==> src/rtl/bitflip_pkg.sv <==
package bitflip_pkg;
  typedef enum logic [1:0] {
    DST_MEM  = 2'b00,
    DST_GPR  = 2'b01,
    DST_STAT = 2'b10,
    DST_ALT  = 2'b11
  } dst_e;

  typedef enum logic [2:0] {
    ST_IDLE   = 3'd0,
    ST_READ   = 3'd1,
    ST_MODIFY = 3'd2,
    ST_WRITE  = 3'd3,
    ST_DONE   = 3'd4
  } state_e;
endpackage

==> src/rtl/bitflip_alu.sv <==
module bitflip_alu #(
  parameter int W = 16
) (
  input  logic [W-1:0] value_i,
  input  logic [W-1:0] mask_i,
  output logic [W-1:0] result_o,
  output logic         all_set_o
);
  function automatic logic [W-1:0] flip_bits(input logic [W-1:0] v, input logic [W-1:0] m);
    return v ^ m;
  endfunction

  function automatic logic mask_covered(input logic [W-1:0] v, input logic [W-1:0] m);
    return (v & m) == m;
  endfunction

  assign result_o  = flip_bits(value_i, mask_i);
  assign all_set_o = mask_covered(value_i, mask_i);


  always_comb begin
    result_xor_chk: assert (((result_o ^ value_i) & ~mask_i) == '0);
  end
endmodule

==> src/rtl/bitflip_ctrl.sv <==
module bitflip_ctrl
  import bitflip_pkg::*;
(
  input  logic   clk,
  input  logic   rst_n,
  input  logic   start_i,
  input  logic   dst_is_mem_i,
  output state_e state_o,
  output logic   accept_o,
  output logic   latch_mem_o,
  output logic   latch_reg_o
);
  state_e state_q, state_d;
  logic   idle;

  assign idle        = (state_q == ST_IDLE);
  assign accept_o    = start_i && idle;
  assign latch_mem_o = (state_q == ST_MODIFY);
  assign latch_reg_o = accept_o && !dst_is_mem_i;
  assign state_o     = state_q;

  always_comb begin
    state_d = state_q;
    unique case (state_q)
      ST_IDLE:   if (accept_o) state_d = dst_is_mem_i ? ST_READ : ST_DONE;
      ST_READ:   state_d = ST_MODIFY;
      ST_MODIFY: state_d = ST_WRITE;
      ST_WRITE:  state_d = ST_DONE;
      ST_DONE:   state_d = ST_IDLE;
      default:   state_d = ST_IDLE;
    endcase
  end

  always_ff @(posedge clk or negedge rst_n) begin
    if (!rst_n) state_q <= ST_IDLE;
    else        state_q <= state_d;
  end


  done_pulse_chk: assert property (@(posedge clk) disable iff (!rst_n)
    (state_q == ST_DONE) |=> (state_q == ST_IDLE));

  one_read_chk: assert property (@(posedge clk) disable iff (!rst_n)
    (state_q == ST_READ) |=> (state_q == ST_MODIFY));

  busy_hold_chk: assert property (@(posedge clk) disable iff (!rst_n)
    (!idle && start_i && state_q != ST_DONE) |=> (state_q != ST_IDLE));
endmodule

==> src/rtl/bitflip_rmw.sv <==
module bitflip_rmw
  import bitflip_pkg::*;
#(
  parameter int W  = 16,
  parameter int AW = 16
) (
  input  logic          clk,
  input  logic          rst_n,
  input  logic          start_i,
  input  logic [W-1:0]  mask_i,
  input  logic [1:0]    dst_sel_i,
  input  logic [AW-1:0] addr_i,
  input  logic [W-1:0]  reg_val_i,
  output logic          mem_rd_o,
  output logic          mem_wr_o,
  output logic [AW-1:0] mem_addr_o,
  output logic [W-1:0]  mem_wdata_o,
  input  logic [W-1:0]  mem_rdata_i,
  output logic          reg_we_o,
  output logic          stat_we_o,
  output logic [W-1:0]  reg_wdata_o,
  output logic          carry_o,
  output logic          done_o
);
  state_e        state;
  logic          accept, latch_mem, latch_reg, dst_is_mem;
  logic [W-1:0]  mask_q, res_q, alu_val, alu_mask, alu_res;
  logic [AW-1:0] addr_q;
  logic [1:0]    dst_q;
  logic          carry_q, alu_all;

  assign dst_is_mem = (dst_sel_i == DST_MEM);

  bitflip_ctrl u_ctrl (
    .clk          (clk),
    .rst_n        (rst_n),
    .start_i      (start_i),
    .dst_is_mem_i (dst_is_mem),
    .state_o      (state),
    .accept_o     (accept),
    .latch_mem_o  (latch_mem),
    .latch_reg_o  (latch_reg)
  );

  assign alu_val  = latch_reg ? reg_val_i : mem_rdata_i;
  assign alu_mask = latch_reg ? mask_i    : mask_q;

  bitflip_alu #(.W(W)) u_alu (
    .value_i   (alu_val),
    .mask_i    (alu_mask),
    .result_o  (alu_res),
    .all_set_o (alu_all)
  );

  always_ff @(posedge clk or negedge rst_n) begin
    if (!rst_n) begin
      mask_q  <= '0;
      addr_q  <= '0;
      dst_q   <= DST_MEM;
      res_q   <= '0;
      carry_q <= 1'b0;
    end else begin
      if (accept) begin
        mask_q <= mask_i;
        addr_q <= addr_i;
        dst_q  <= dst_sel_i;
      end
      if (latch_reg || latch_mem) begin
        res_q   <= alu_res;
        carry_q <= alu_all;
      end
    end
  end

  assign mem_rd_o    = (state == ST_READ);
  assign mem_wr_o    = (state == ST_WRITE);
  assign mem_addr_o  = addr_q;
  assign mem_wdata_o = res_q;
  assign done_o      = (state == ST_DONE);
  assign reg_we_o    = done_o && (dst_q == DST_GPR || dst_q == DST_ALT);
  assign stat_we_o   = done_o && (dst_q == DST_STAT);
  assign reg_wdata_o = res_q;
  assign carry_o     = carry_q;


  rd_wr_excl_chk: assert property (@(posedge clk) disable iff (!rst_n)
    !(mem_rd_o && mem_wr_o));

  addr_hold_chk: assert property (@(posedge clk) disable iff (!rst_n)
    mem_wr_o |-> ($past(mem_rd_o, 2) && mem_addr_o == $past(mem_addr_o, 2)));

  wdata_flip_chk: assert property (@(posedge clk) disable iff (!rst_n)
    mem_wr_o |-> ((mem_wdata_o ^ $past(mem_rdata_i)) == mask_q));

  reg_no_mem_chk: assert property (@(posedge clk) disable iff (!rst_n)
    (reg_we_o || stat_we_o) |-> ($past(accept) && !$past(mem_rd_o)));
endmodule

==> config.mk <==
export PLATFORM = sky130hd
export DESIGN_NAME = bitflip_rmw
export DESIGN_NICKNAME = d
export VERILOG_FILES = /design/src/rtl/bitflip_pkg.sv /design/src/rtl/bitflip_alu.sv /design/src/rtl/bitflip_ctrl.sv /design/src/rtl/bitflip_rmw.sv
export SDC_FILE = /design/constraint.sdc
export NUM_CORES = 1
export LEC_CHECK = 0
export BUFFER_PORTS_ARGS = -buffer_cell sky130_fd_sc_hd__buf_2
export CAP_MARGIN = 25
export CORE_ASPECT_RATIO = 0.7
export CORE_UTILIZATION = 50
export CTS_CLUSTER_SIZE = 10
export DETAILED_ROUTE_END_ITERATION = 16
export MAX_ROUTING_LAYER = met4
export PLACE_DENSITY = 0.83
export REMOVE_ABC_BUFFERS = 1
export SLEW_MARGIN = 15
export SYNTH_ARGS = -nofsm -noshare
export SYNTH_HDL_FRONTEND = slang
export SYNTH_SLANG_ARGS = --single-unit
==> constraint.sdc <==
create_clock -name clk -period 3.7 [get_ports clk]
set_input_delay 0.37 -clock clk [delete_from_list [all_inputs] [get_ports clk]]
set_output_delay 0.37 -clock clk [all_outputs]
set_load 0.005 [all_outputs]
* Yosys cells after proc, flatten, opt, wreduce, memory -nomap -nowiden *
Index checks and enable logic that the tools add are counted.

operators by class
  reduce and logical (&&, ||, !) cells = 9
  equal/unequal tests = 9
  muxes and demuxes = 5
  bitwise gates (word level) = 2

operator list
  operator                                                         number
  16-bit two-way mux                                               2
  16-bit AND                                                       1
  16-bit == test                                                   1
  16-bit bitwise XOR                                               1
  3-bit one-hot mux with 4 select lines                            1
  3-bit by 2-bit == test with 1-bit output, second input constant  2
  3-bit two-way mux                                                2
  2-bit == test, second input constant                             2
  1-bit logical AND                                                4
  3-bit by 1-bit == test with 1-bit output, second input constant  1
  3-bit == test, second input constant                             1
  3-bit logical NOT                                                1
  2-bit by 1-bit == test with 1-bit output, second input constant  1
  2-bit logical NOT                                                1
  1-bit logical OR                                                 2
  2-bit by 1-bit != test with 1-bit output, second input constant  1
  1-bit logical NOT                                                1

word-level totals
  output and inout port bits = 54
  logic and storage cells = 31
  input bits = 69
  bits in registers = 54

* Longest topological paths before layout *
  depth after elaboration = 6
  gate-level depth with buffers = 10

* Hierarchy *
A second synthesis with hierarchy kept.

second synthesis, totals
  cells, all modules = 232
  area total of the unflattened synthesis = 3005.4 µm²

by module, submodules not included
  module        cells each  times used  area an instance (µm²)  sequential area each (µm²)
  bitflip_rmw   166         1           2512.4                  1276.2
  bitflip_alu   53          1           354.1                   0.0
  bitflip_ctrl  13          1           138.9                   75.1

* Worst setup path before layout *
No wires, ideal clock.

  path kind = register to register
  start point = reg u_ctrl.state_q[1] (netlist: u_ctrl.state_o[1])
  end point = reg carry_q (netlist: carry_o)
  period minus slack after synthesis = 2432 ps
  stages on the path, launching flop included = 11
  path buffers = 3
  required time = 3621 ps
  library setup time = 79 ps
  arrival time = 2353 ps
  path slack = 1268 ps
  cell sequence = dfrtp_1 > buf_2 > nor4b_4 > nor2b_1 > buf_4 > buf_6 > mux2_1 > ha_1 > nor4_1 > nand4_1 > mux2i_1

on the way
  longest elaborated chain between the ends = 6
  elaborated cells on any way between the ends = 9
  those cells by class = eq/ne: 2; mux: 2; bitwise: 1; reduce/logical: 4

RTL lines
  element                                line                                  text
  from (decl)                            bitflip_ctrl.sv:13                    state_e state_q, state_d;
  from (signal assigned)                 bitflip_ctrl.sv:36                    else state_q <= state_d;
  3-bit logical NOT                      bitflip_ctrl.sv:16                    assign idle = (state_q == ST_IDLE);
  1-bit logical AND                      bitflip_ctrl.sv:17                    assign accept_o = start_i && idle;
  1-bit logical AND                      bitflip_ctrl.sv:19                    assign latch_reg_o = accept_o && !dst_is_mem_i;
  16-bit two-way mux (on tied branches)  bitflip_rmw.sv:45, bitflip_rmw.sv:46
  16-bit AND                             bitflip_alu.sv:14                     return (v & m) == m;
  16-bit == test                         bitflip_alu.sv:14
  to (signal assigned)                   bitflip_rmw.sv:70                     carry_q <= alu_all;
  to (decl)                              bitflip_rmw.sv:30                     logic carry_q, alu_all;

Several ways; a longest one is shown, not always the timed one.
A chain may end at the register's enable or synchronous reset.

* Worst setup path after layout *
Ends and elaborated chain as after synthesis.

==> run_results.csv <==
group,metric,value,unit
grt,grt.total_usage,21.6,%
worst_setup_path,cp_max_fo,26,
placement,dpl-instance-area,0.00341,mm2
synth,synth_area,0.00287,mm2
drt,antenna_left,0,
power_and_ir_drop,power.density,806,mW/mm2
drt,drt-wirelength-per-cell,14.5,um
cts,htree_levels,2,
die,ios,123,
synth,synth_adder_area_share,6.98,%
drt,drt_iter0_drc,45,
worst_setup_path,required,3930,ps
cts,cts_tree,"done",
synth,synth_edf_count,0,
power_and_ir_drop,peakVddDrop,438,uV
synth,syn_avg_cell_area,12.9,um2
grt,grt_max_degree,38,
layout,antenna_cells,0,
drt,drc_errors,0,
die,die_y,65.4,um
placement,io_buffers,122,
synth,synth_compound_gate_area_share,0.786,%
power_and_ir_drop,leakage,1.85,nW
worst_hold_path,hold_class,"primary input to flip-flop",
die,dieArea,0.00604,mm2
synth,synth_xor_area_share,0.306,%
drt,routed_wl,5.81,mm
die,std_cell_rows,22,
cts,post_cts_buffers,0,
cts,clk_latency,300,ps
synth,synthCells,222,
synth,yosysSeqAreaShare,47.1,%
cts,numCtsBuffers,5,
cts,cts-hold-fix-buffers,1,
synth,synth_mux_area_share,31.2,%
synth,yosys.area_share.simple,4.54,%
cts,ctsResizeCount,0,
cts,cts.reportedPaths.clkPinSlew,90,ps
sta,fin_crit_sh,78.2,%
die,die_w,92.5,um
sta,slew_violations,0,
synth,synthArstFlopShare,100,%
worst_setup_path,crit_type,"flip-flop to flip-flop",
die,fp.coreArea,0.00537,mm2
sta,finalCriticalPeriod,2890,ps
synth,synth_top_family_by_area,"multiplexers",
synth,ys_ff_latch,54,
grt,grt_pass1_vias,2035,
layout,drive_gt1_share,52.6,%
status,status,"finished, final reports clean",
run,cap_viol_max_count,0,
grt,grt_antenna_before_repair,0,
drt,firstDrtPassIters,4,
grt,overflow,0,
sta,setup_viol,0,
die,start_util,53.4,%
worst_hold_path,min_from,"addr_i[13]",
cts,cts_sinks,54,
sta,clock_skew,4.56,ps
sta,relSlewSlack,68.4,%
sta,rsz0062_at_grt,"no",
layout,design_area,0.00356,mm2
sta,max_freq,346,MHz
synth,ys_types,26,
sta,tightest_slew,475,ps
placement,place_hpwl,4.38,mm
layout,syn2layout_area_growth,24.2,%
sta,finalHoldViolCount,0,
cts,clockRootBuffer,"clkbuf_8",
drt,num_vias,2025,
worst_setup_path,worstSetupEndpointType,"flip-flop",
worst_setup_path,critPathArrivalTime,3120,ps
placement,globalplace.congestion,0.827,
worst_setup_path,startpoint,"u_ctrl.state_o[1]",
worst_setup_path,critPathLaunchType,"flip-flop",
synth,yosysWarnings,0,
layout,nets,413,
drt,viasPerCell,5.05,
worst_setup_path,r2r-start,"u_ctrl.state_o[1]",
grt,grt_pass1_wl,9.60,mm
synth,dominantRegCellSynth,"dfrtp_1",
sta,fin_setup_tns,0,ps
cts,clk_path_buf_depth,2,
cells in the mapped netlist (all sizes together) (2+ instances only):
| master | n | area share [%] |
|---|---|---|
| buf | 27 | 6.7 |
| nor4 | 4 | 0.87 |
| mux2i | 33 | 12 |
| inv | 17 | 2.2 |
| ha | 16 | 7.0 |
| and3b | 2 | 0.61 |
| a21oi | 2 | 0.35 |
| dfrtp | 54 | 47 |
| mux2 | 50 | 20 |
| nor2 | 4 | 0.52 |
power by group:
group / switching, W / total [W] / internal (W)
clock network: 0.000188 / 0.000458 / 0.000271
registers: 0.000197 / 0.00109 / 0.000896
logic: 0.000575 / 0.00132 / 0.000744
flip-flops by register name (all words and copies together) (netlist names):
register,count
carry_o,1
dst_q,2
mask_q,16
mem_addr_o,16
mem_wdata_o,16
u_ctrl.state_o,3
cell usage in the layout (no fill, tap or decap), types with 4 or more instances in the layout:
master	count
buf_2	122
dfrtp_1	54
mux2_2	36
mux2i_1	33
inv_1	17
ha_1	16
mux2_1	14
clkbuf_8	5
nor2_1	4
nor4_1	4
buf_4	4
per-stage QoR:
stage / hold WS, ps / total power (W) / worst slack (ps) / std cells / util [%]
floorplan: 74.4 / 0.00191 / -1120 / 194 / -
global placement: 314 / 0.00237 / 902 / 392 / 63.6
detailed placement: 312 / 0.00243 / 788 / 392 / 63.6
CTS: 282 / 0.00291 / 779 / 401 / 66.3
global route: 282 / 0.00310 / 605 / 401 / 66.3
finish: 295 / 0.00287 / 806 / 401 / 66.3
cell families (layout without fill, tap and decap cells):
| group | count (synthesis) | count (layout) |
|---|---|---|
| and+or+nand+nor | 19 | 19 |
| muxes | 83 | 83 |
| buffers and inverters | 45 | 152 |
| adders and majority gates | 16 | 16 |
| xor gates and xnor gates | 1 | 1 |
| AOI/OAI and AO/OA | 4 | 4 |
| DFF | 54 | 54 |
worst max-delay path: stages (launching register included):
cell     delay, ps
dfrtp_1        510
nor4b_4        330
nor2b_4        310
buf_4          400
mux2_1         380
ha_1           210
nor4_1         410
nand4_1        140
mux2i_1        130
metal layers:
| metal | global-route usage, % | up-vias | wire [um] |
|---|---|---|---|
| li1 | - | 956 | - |
| met1 | 27.9 | 985 | 2700 |
| met2 | 34.4 | 77 | 2710 |
| met3 | 4.63 | 7 | 353 |
| met4 | 6.64 | 0 | 49 |
| met5 | - | - | 0 |
worst paths after layout:
check                                 end  slack, ps  cells past startpoint
max reg2reg                       carry_o        810                      8
max                               carry_o        810                      8
min in group asynchronous  mem_addr_o[10]        520                      2
min                        mem_addr_o[13]        290                      2
max in group asynchronous  mem_wdata_o[8]       2360                      3
min reg2reg                     mask_q[3]        510                      1
final cells by class:
cell class	count	area, um2
clock buffer	5	68.8
multi-input combinational	123	1270
clock inverter	3	68.8
inverter	17	63.8
tap	72	90.1
fill	446	1810
sequential	54	1350
timing repair buffer	127	651
(Power assumes the default switching activity.)
